## config.mk

```make
export PLATFORM = sky130hd
export DESIGN_NAME = vc_link_mux
export DESIGN_NICKNAME = d
export VERILOG_FILES = /design/src/rtl/vc_link_pkg.sv /design/src/rtl/vc_flit_queue.sv /design/src/rtl/vc_rr_arbiter.sv /design/src/rtl/vc_pkt_tracker.sv /design/src/rtl/vc_link_mux.sv
export SDC_FILE = /design/constraint.sdc
export NUM_CORES = 1
export LEC_CHECK = 0
export BUFFER_PORTS_ARGS = -buffer_cell sky130_fd_sc_hd__buf_2
export CORE_MARGIN = 3
export CORE_UTILIZATION = 45
export CTS_CLUSTER_DIAMETER = 200
export DETAILED_ROUTE_END_ITERATION = 8
export MAX_ROUTING_LAYER = met4
export PLACE_DENSITY = 0.62
export REMOVE_ABC_BUFFERS = 1
export SLEW_MARGIN = 25
export SYNTH_ARGS = -nofsm -noshare
export SYNTH_HDL_FRONTEND = slang
export SYNTH_SLANG_ARGS = --single-unit
```

## constraint.sdc

```tcl
create_clock -name clk -period 3.03 [get_ports clk]
set_input_delay 0.1515 -clock clk [delete_from_list [all_inputs] [get_ports clk]]
set_output_delay 0.1515 -clock clk [all_outputs]
set_load 0.1 [all_outputs]
```

## src/rtl/vc_link_pkg.sv

```systemverilog
package vc_link_pkg;
  typedef enum logic [1:0] {
    FT_BODY = 2'b00,
    FT_HEAD = 2'b01,
    FT_TAIL = 2'b10,
    FT_SOLO = 2'b11
  } flit_kind_e;

  function automatic logic opens_packet(input logic [1:0] t);
    return t == FT_HEAD;
  endfunction

  function automatic logic closes_packet(input logic [1:0] t);
    return t == FT_TAIL;
  endfunction

  function automatic int rr_after(input int idx, input int n);
    return (idx + 1 >= n) ? 0 : idx + 1;
  endfunction
endpackage

```

## src/rtl/vc_flit_queue.sv

```systemverilog
module vc_flit_queue #(
  parameter int W     = 10,
  parameter int DEPTH = 3
) (
  input  logic         clk,
  input  logic         rst_n,
  input  logic         push,
  input  logic [W-1:0] din,
  input  logic         pop,
  output logic [W-1:0] dout,
  output logic         empty,
  output logic         full
);
  localparam int PTR_W = (DEPTH > 1) ? $clog2(DEPTH) : 1;
  localparam int CNT_W = $clog2(DEPTH + 1);

  logic [W-1:0]     slots [DEPTH];
  logic [PTR_W-1:0] rd_ptr, wr_ptr;
  logic [CNT_W-1:0] count;
  logic             do_push, do_pop;

  assign empty   = (count == '0);
  assign full    = (count == CNT_W'(DEPTH));
  assign do_push = push & ~full;
  assign do_pop  = pop & ~empty;
  assign dout    = slots[rd_ptr];

  function automatic logic [PTR_W-1:0] bump(input logic [PTR_W-1:0] p);
    return (p == PTR_W'(DEPTH - 1)) ? '0 : p + 1'b1;
  endfunction

  always_ff @(posedge clk) begin
    if (!rst_n) begin
      rd_ptr <= '0;
      wr_ptr <= '0;
      count  <= '0;
    end else begin
      if (do_push) begin
        slots[wr_ptr] <= din;
        wr_ptr        <= bump(wr_ptr);
      end
      if (do_pop) rd_ptr <= bump(rd_ptr);
      if (do_push && !do_pop) count <= count + 1'b1;
      else if (do_pop && !do_push) count <= count - 1'b1;
    end
  end
endmodule

```

## src/rtl/vc_rr_arbiter.sv

```systemverilog
module vc_rr_arbiter #(
  parameter int N   = 3,
  parameter int IDX_W = (N > 1) ? $clog2(N) : 1
) (
  input  logic             clk,
  input  logic             rst_n,
  input  logic [N-1:0]     req,
  output logic [N-1:0]     grant,
  output logic [IDX_W-1:0] grant_idx,
  output logic             any_grant
);
  import vc_link_pkg::*;

  logic [IDX_W-1:0] start_ptr;

  always_comb begin
    grant     = '0;
    grant_idx = '0;
    any_grant = 1'b0;
    for (int k = 0; k < N; k++) begin
      int idx;
      idx = (int'(start_ptr) + k) % N;
      if (!any_grant && req[idx]) begin
        any_grant  = 1'b1;
        grant[idx] = 1'b1;
        grant_idx  = idx[IDX_W-1:0];
      end
    end
  end

  always_ff @(posedge clk) begin
    if (!rst_n) start_ptr <= '0;
    else if (any_grant) begin
      int nxt;
      nxt = rr_after(int'(grant_idx), N);
      start_ptr <= nxt[IDX_W-1:0];
    end
  end
endmodule

```

## src/rtl/vc_pkt_tracker.sv

```systemverilog
module vc_pkt_tracker #(
  parameter int N     = 3,
  parameter int IDX_W = (N > 1) ? $clog2(N) : 1
) (
  input  logic             clk,
  input  logic             rst_n,
  input  logic             fire,
  input  logic [IDX_W-1:0] fire_vc,
  input  logic [1:0]       fire_type,
  output logic [N-1:0]     open
);
  import vc_link_pkg::*;

  for (genvar v = 0; v < N; v++) begin : g_trk
    logic hit;
    assign hit = fire && (fire_vc == IDX_W'(v));
    always_ff @(posedge clk) begin
      if (!rst_n) open[v] <= 1'b0;
      else if (hit && opens_packet(fire_type)) open[v] <= 1'b1;
      else if (hit && closes_packet(fire_type)) open[v] <= 1'b0;
    end
  end
endmodule

```

## src/rtl/vc_link_mux.sv

```systemverilog
module vc_link_mux #(
  parameter int NUM_VC    = 3,
  parameter int DEPTH     = 3,
  parameter int PAYLOAD_W = 8,
  parameter int FLIT_W    = PAYLOAD_W + 2,
  parameter int VC_W      = (NUM_VC > 1) ? $clog2(NUM_VC) : 1
) (
  input  logic                     clk,
  input  logic                     rst_n,
  input  logic [NUM_VC-1:0]        in_valid,
  input  logic [NUM_VC*FLIT_W-1:0] in_flit,
  output logic [NUM_VC-1:0]        in_ready,
  output logic [NUM_VC-1:0]        wr_err,
  input  logic [NUM_VC-1:0]        ds_ready,
  output logic                     link_valid,
  output logic [VC_W-1:0]          link_vc,
  output logic [1:0]               link_type,
  output logic [PAYLOAD_W-1:0]     link_payload,
  output logic [NUM_VC-1:0]        pkt_open
);
  logic [FLIT_W-1:0] q_head [NUM_VC];
  logic [NUM_VC-1:0] q_empty, q_full, eligible, vc_grant;
  logic [VC_W-1:0]   sel_vc;
  logic              sel_any;
  logic [FLIT_W-1:0] sel_flit;

  for (genvar v = 0; v < NUM_VC; v++) begin : g_vc
    vc_flit_queue #(.W(FLIT_W), .DEPTH(DEPTH)) u_q (
      .clk   (clk),
      .rst_n (rst_n),
      .push  (in_valid[v]),
      .din   (in_flit[v*FLIT_W +: FLIT_W]),
      .pop   (vc_grant[v]),
      .dout  (q_head[v]),
      .empty (q_empty[v]),
      .full  (q_full[v])
    );
  end

  assign eligible = ~q_empty & ds_ready;
  assign in_ready = ~q_full;
  assign wr_err   = in_valid & q_full;

  vc_rr_arbiter #(.N(NUM_VC), .IDX_W(VC_W)) u_arb (
    .clk       (clk),
    .rst_n     (rst_n),
    .req       (eligible),
    .grant     (vc_grant),
    .grant_idx (sel_vc),
    .any_grant (sel_any)
  );

  assign sel_flit     = q_head[sel_vc];
  assign link_valid   = sel_any;
  assign link_vc      = sel_vc;
  assign link_type    = sel_flit[FLIT_W-1 -: 2];
  assign link_payload = sel_flit[PAYLOAD_W-1:0];

  vc_pkt_tracker #(.N(NUM_VC), .IDX_W(VC_W)) u_trk (
    .clk       (clk),
    .rst_n     (rst_n),
    .fire      (sel_any),
    .fire_vc   (sel_vc),
    .fire_type (link_type),
    .open      (pkt_open)
  );
endmodule

```

==> impl_metrics.yaml, run 1 <==
outcome:
  status: "finished clean"
power:
  irDropWorstVdd_v: 0.000740
  power_uw: 6980
  p_per_area_nw_per_um2: 1030
  power.internal_uw: 4140
  pwr-share-clk_pct: 27.2
  p_seq_share_pct: 29.9
  cellLeakagePower_uw: 0.00246
  power_switching_uw: 2840
  p_sw_share_pct: 40.6
  comb_power_share_pct: 42.8
setup_path:
  crit_arrival_ns: 2.71
  path_max_fanout: 19
  crit_type: "reg2out"
  reg2reg_depth: 12
  endpoint_kind: "primary output"
  cp.depth: 9
  cp_slowest_stage_delay_ns: 0.51
  critPathBufInv: 3
  worstPathCellList: "inv_1, ha_4, buf_4, maj3_1, nor2_1, a211oi_4, a211oi_1, a21oi_1, buf_12"
  cpMaxStageDelayCell: "a211oi_4"
  start_kind: "flip-flop"
  path_delay_family: "compound AO/OA/AOI/OAI gates"
  cp.required_ns: 2.88
finish:
  drive_gt1_share_pct: 22.4
  nNetsFinal: 581
  num_antenna_cells: 0
  area_delta_synth_final_pct: 29.3
  postLayoutCoreUtil_pct: 60.9
  mostFrequentLayoutCell: "edfxtp_1"
  finalInstanceArea_um2: 6780
  layout_common_cells: "edfxtp_1 (90), nand2_1 (73), buf_2 (49)"
sta:
  maxSlewViolCount: 0
  period_needed_ns: 2.86
  min_period_over_period_pct: 94.5
  skew_ns: 0.0139
  rsz0062_at_grt: "false"
  fmax_ghz: 0.349
  maxSlewHeadroom_pct: 56.3
  setup_viol: 0
  tightest_slew_ns: 0.655
  hold_violations: 0
logic_synthesis:
  synthDistinctLibCells: 55
  syn_area_um2: 5240
  yosys_warnings: 0
  synth_top_area_share_pct: 51.6
  synth_area_leaders: "edfxtp_1 (52%), dfxtp_1 (11%), mux2i_1 (6.9%)"
  syn_avg_cell_area_um2: 12.1
  synth_edf_count: 90
  async_reset_ff_share_pct: 0
  syn_inst: 434
  ys_seq_elements: 119
  yosysTopAreaCell: "edfxtp_1"
  yosys_most_used_dff: "edfxtp_1"
  ys_seq_area_share_pct: 62.7
floorplan:
  ios: 60
  num_rows: 38
  die_height_um: 114
  core_um2: 11100
  start_util_pct: 47.1
  dieArea_um2: 13000
  die_w_um: 114
cts:
  clkLatencyLatePin_ns: 0.41
  tritoncts: "yes"
  cts_sinks: 119
  cts_buffers: 17
  h-tree-depth: 4
  clkTransAtPathRegs_ns: 0.05
  clock_path_buffers: 2
  cts_root_buf: "clkbuf_16"
placement:
  gp_congestion: 0.827
  place_area_um2: 5880
  dpl.hpwl_um: 7610
  port_buffers: 59
drt:
  ant_nets: 0
  drt_wl_total_um: 11400
  vias: 3653
  first_iter_violations: 239
  dr.pass1.iters: 6
  drc_errors: 0
  routed_via_density: 5.30
  wire_per_inst_um: 16.6
global_routing:
  grt_antenna_before_repair: 0
  grt_pass1_vias: 3590
  grt_pass1_wl_um: 18300
  grt_start_max_net_pins: 35
  grt_overflow: 0
  grt_use_total_pct: 19.1
hold_path:
  hold_depth: 4
  hold_class: "in2reg"
job:
  drv_cap: 0
-- synthesized netlist by cell type (2+ instances only) --
master / count
edfxtp_1: 90
nand2_1: 73
o21ai_0: 39
mux2i_1: 36
dfxtp_1: 29
nor2_1: 16
a21oi_1: 13
clkbuf_1: 13
a22oi_1: 10
buf_2: 9
inv_1: 9
and2_1: 7
ha_1: 7
nor3_1: 6
and3_1: 5
a21boi_0: 4
nor2b_1: 4
nor3b_1: 4
or3_1: 4
a21o_1: 3
a31oi_1: 3
o211ai_1: 3
xnor2_1: 3
xor2_1: 3
a21boi_1: 2
buf_6: 2
nand3_1: 2
nand3b_1: 2
nand4b_1: 2
o21a_1: 2
o21ai_1: 2
o21ai_2: 2
o21ai_4: 2
o32ai_1: 2
-- worst min-delay path: cells and delay by family --
family,cells,cell delay (ns)
and+or+nand+nor,2,0.21
buffers and inverters,1,0.10
AOI/OAI and AO/OA,1,0.08
-- metrics by stage --
step	setup TNS [ns]	worst slack [ns]	instances	hold slack [ns]
after floorplan	-9.34	-1.61	409	0.250
after global placement	0	0.367	626	0.352
after detailed placement	0	0.244	626	0.356
after CTS	0	0.0225	688	0.162
after global routing	0	0.0222	689	0.199
final	0	0.167	689	0.178
-- routing by layer --
layer,wire [µm],track usage [%]
met2,5360,29.7
met5,0,-
met1,5340,24.5
met3,590,4.62
met4,152,7.44
-- power by group through the flow --
stage	clock (µW)	sequential, µW	combinational, µW
floorplan	0	2210	1890
global placement	0	2110	2890
detailed placement	0	2120	2920
CTS	1930	2090	2970
global route	2010	2110	3160
finish	1900	2090	2990
-- logic make-up (layout without fill, tap and decap cells) --
group	Yosys count	count (layout)	share of synthesized area [%]
AOI/OAI and AO/OA	96	96	12.1
and+or+nand+nor	135	135	12.6
buffers and inverters	34	149	2.94
adders and majority gates	8	8	1.86
xor gates and xnor gates	6	6	1.00
muxes	36	36	6.88
DFF	119	119	62.7
-- final cells by class --
cell class,instances,area (µm²)
clock inverter,14,135
multi-input combinational,281,1830
clock buffer,18,429
inverter,9,33.8
tap,140,175
sequential,119,3280
fill,909,4350
timing repair buffer,108,892
-- path summary, 6_finish.rpt --
kind / endpoint / from / slack [ns]
hold / removal: g_vc[0].u_q.wr_ptr[0] / in_valid[0] / 0.18
setup reg to reg: g_vc[0].u_q.count[1] / u_arb.start_ptr[0] / 0.36
setup / recovery: link_type[0] / u_arb.start_ptr[0] / 0.17
hold reg to reg: g_vc[2].u_q.rd_ptr[0] / g_vc[2].u_q.rd_ptr[0] / 0.49
-- sequential cells by signal (all words and copies together) (netlist names), named ones only --
register	count
u_arb.start_ptr	2
g_vc.u_q.count	6
g_vc.u_q.wr_ptr	6
g_vc.u_q.slots	90
g_vc.u_q.rd_ptr	6
u_trk.open	3
-- what timing repair did --
action / 4_1_cts / 5_1_grt
buffers inserted: 0 / 1
gates resized for setup: 1 / 5
pin swaps: 0 / 1
endpoints found under the hold margin: 90 / 0
hold buffers: 30 / 0
endpoints found under the setup margin: 1 / 8
cloned: 0 / 0
(Power assumes the default switching activity.)
==> run 2, diff against run 1 <==
==> constraint.sdc (replaced) <==
create_clock -name clk -period 3.7 [get_ports clk]
set_input_delay 0.185 -clock clk [delete_from_list [all_inputs] [get_ports clk]]
set_output_delay 0.185 -clock clk [all_outputs]
set_load 0.1 [all_outputs]
==> impl_metrics.yaml, run 2 (same netlist as run 1, synthesis figures left out) <==
outcome:
  status: "finished clean"
cts:
  clock_path_buffers: 2
  h-tree-depth: 4
  tritoncts: "yes"
  cts_sinks: 119
  postCtsSetupRepairBufs: 0
  clkTransAtPathRegs_ns: 0.06
  clkLatencyLatePin_ns: 0.40
  cts_buffers: 17
  cts_root_buf: "clkbuf_16"
  post_cts_resized: 0
floorplan:
  dieArea_um2: 13000
  ios: 60
  start_util_pct: 47.1
  num_rows: 38
  die_w_um: 114
  core_um2: 11100
  die_height_um: 114
job:
  drv_cap: 0
setup_path:
  crit_arrival_ns: 3.29
  endpoint_kind: "primary output"
  r2r_slack_ns: 0.48
  path_max_fanout: 20
  cp.required_ns: 3.51
  worst_r2r_startpoint: "u_arb.start_ptr[0]"
  worstReg2RegEnd: "g_vc[0].u_q.count[1]"
  crit_type: "reg2out"
  start_kind: "flip-flop"
  reg2reg_depth: 11
power:
  power_switching_uw: 2270
  irDropWorstVdd_v: 0.000505
  p_per_area_nw_per_um2: 831
  cellLeakagePower_uw: 0.00236
  pwr-share-clk_pct: 30.3
  power.internal_uw: 3170
  comb_power_share_pct: 37.7
  p_seq_share_pct: 32.0
  p_sw_share_pct: 41.7
sta:
  maxSlewHeadroom_pct: 42.7
  min_period_over_period_pct: 94.0
  skew_ns: 0.0123
  rsz0062_at_grt: "false"
  setup_viol: 0
  tightest_slew_ns: 0.854
  hold_violations: 0
  whs_ns: 0.0152
  maxSlewViolCount: 0
  period_needed_ns: 3.48
  fmax_ghz: 0.287
  setup_slack_ns: 0.220
finish:
  largest_reg_flops: 90
  layout_common_cells: "edfxtp_1 (90), nand2_1 (73), buf_2 (59)"
  mostFrequentLayoutCell: "edfxtp_1"
  fillers: 911
  area_delta_synth_final_pct: 24.8
  num_antenna_cells: 0
  nNetsFinal: 568
  postLayoutCoreUtil_pct: 58.8
  drive_gt1_share_pct: 20.5
  fin_cells: 676
  top_register: "g_vc.u_q.slots"
global_routing:
  grt_pass1_wl_um: 18200
  grt_overflow: 0
  grt_use_total_pct: 19.1
  grt_antenna_before_repair: 0
  grt_start_max_net_pins: 22
  grt_pass1_vias: 3571
drt:
  highest_layer: "met4"
  wl_met2_um: 5680
  dr.pass1.iters: 5
  vias: 3602
  wire_per_inst_um: 16.9
  first_iter_violations: 279
  drt_wl_total_um: 11400
  drc_errors: 0
  routed_via_density: 5.33
  ant_nets: 0
  met3WireLength_um: 361
  met1_length_um: 5260
placement:
  port_buffers: 59
  dpl.hpwl_um: 7650
  place_ws_ns: 0.502
  dpl.cell_count: 617
  gp_congestion: 0.787
hold_path:
  hold_class: "in2reg"
  hold_depth: 1
  hold_end: "g_vc[1].u_q.slots[0][6]"
  hold_path_startpoint: "in_flit[16]"
run 2: cell types whose count changed in the layout (fill, tap and decap cells not counted), moves of 3 or more:
cell	delta
inv_6	+4
buf_4	-9
clkinv_2	-3
buf_2	+10
dlygate4sd3_1	-3
buf_12	-10
run 2: worst max-delay path: stages, from the launching register on:
cell      delay [ns]
dfxtp_1         0.34
inv_1           0.09
ha_1            0.65
maj3_1          0.28
nor2_1          0.06
a211oi_4        0.61
a211oi_1        0.09
a21oi_1         0.27
buf_2           0.49
run 2: how the worst max path moves through the flow:
stage / start / end / cells past startpoint
floorplan: u_arb.start_ptr[0] / u_trk.open[0] / 8
global placement: u_arb.start_ptr[0] / g_vc[0].u_q.count[1] / 11
detailed placement: u_arb.start_ptr[0] / g_vc[0].u_q.count[1] / 11
CTS: u_arb.start_ptr[0] / link_type[0] / 8
global route: u_arb.start_ptr[0] / link_type[0] / 8
finish: u_arb.start_ptr[0] / link_type[0] / 8
run 2: final cells by class:
| type | instances | area, µm² | share of cell area [%] |
|---|---|---|---|
| Tap cell | 140 | 175 | 2.68 |
| Timing Repair Buffer | 95 | 633 | 9.68 |
| Clock buffer | 17 | 425 | 6.51 |
| Inverter | 9 | 33.8 | 0.517 |
| Multi-Input combinational cell | 281 | 1810 | 27.7 |
| Clock inverter | 15 | 174 | 2.66 |
| Sequential cell | 119 | 3280 | 50.2 |
run 2: power groups by stage:
stage | clock network, µW | registers [µW] | logic [µW]
final | 1650 | 1740 | 2050
after global routing | 1740 | 1760 | 2170
after floorplan | 0 | 1810 | 1550
after CTS | 1670 | 1740 | 2050
after detailed placement | 0 | 1760 | 2020
after global placement | 0 | 1760 | 1990
run 2: layer usage:
layer  vias to the layer above  track usage (%)
li1                       1766                -
met4                         0             6.33
met5                         -                -
met3                         8             4.35
met2                        82             30.2
met1                      1746             24.7
run 2: stage by stage:
stage	setup TNS (ns)	instance area, µm²	total power, µW
2_1_floorplan	-3.31	5120	3350
3_3_place_gp	0	5670	3750
3_5_place_dp	0	5670	3780
4_1_cts	0	6540	5460
5_1_grt	0	6540	5680
6_report	0	6540	5430
run 2: timing repair:
| action | in CTS | in global routing |
|---|---|---|
| hold buffers | 27 | 0 |
| setup endpoints to repair | 0 | 0 |
| endpoints found under the hold margin | 81 | 0 |
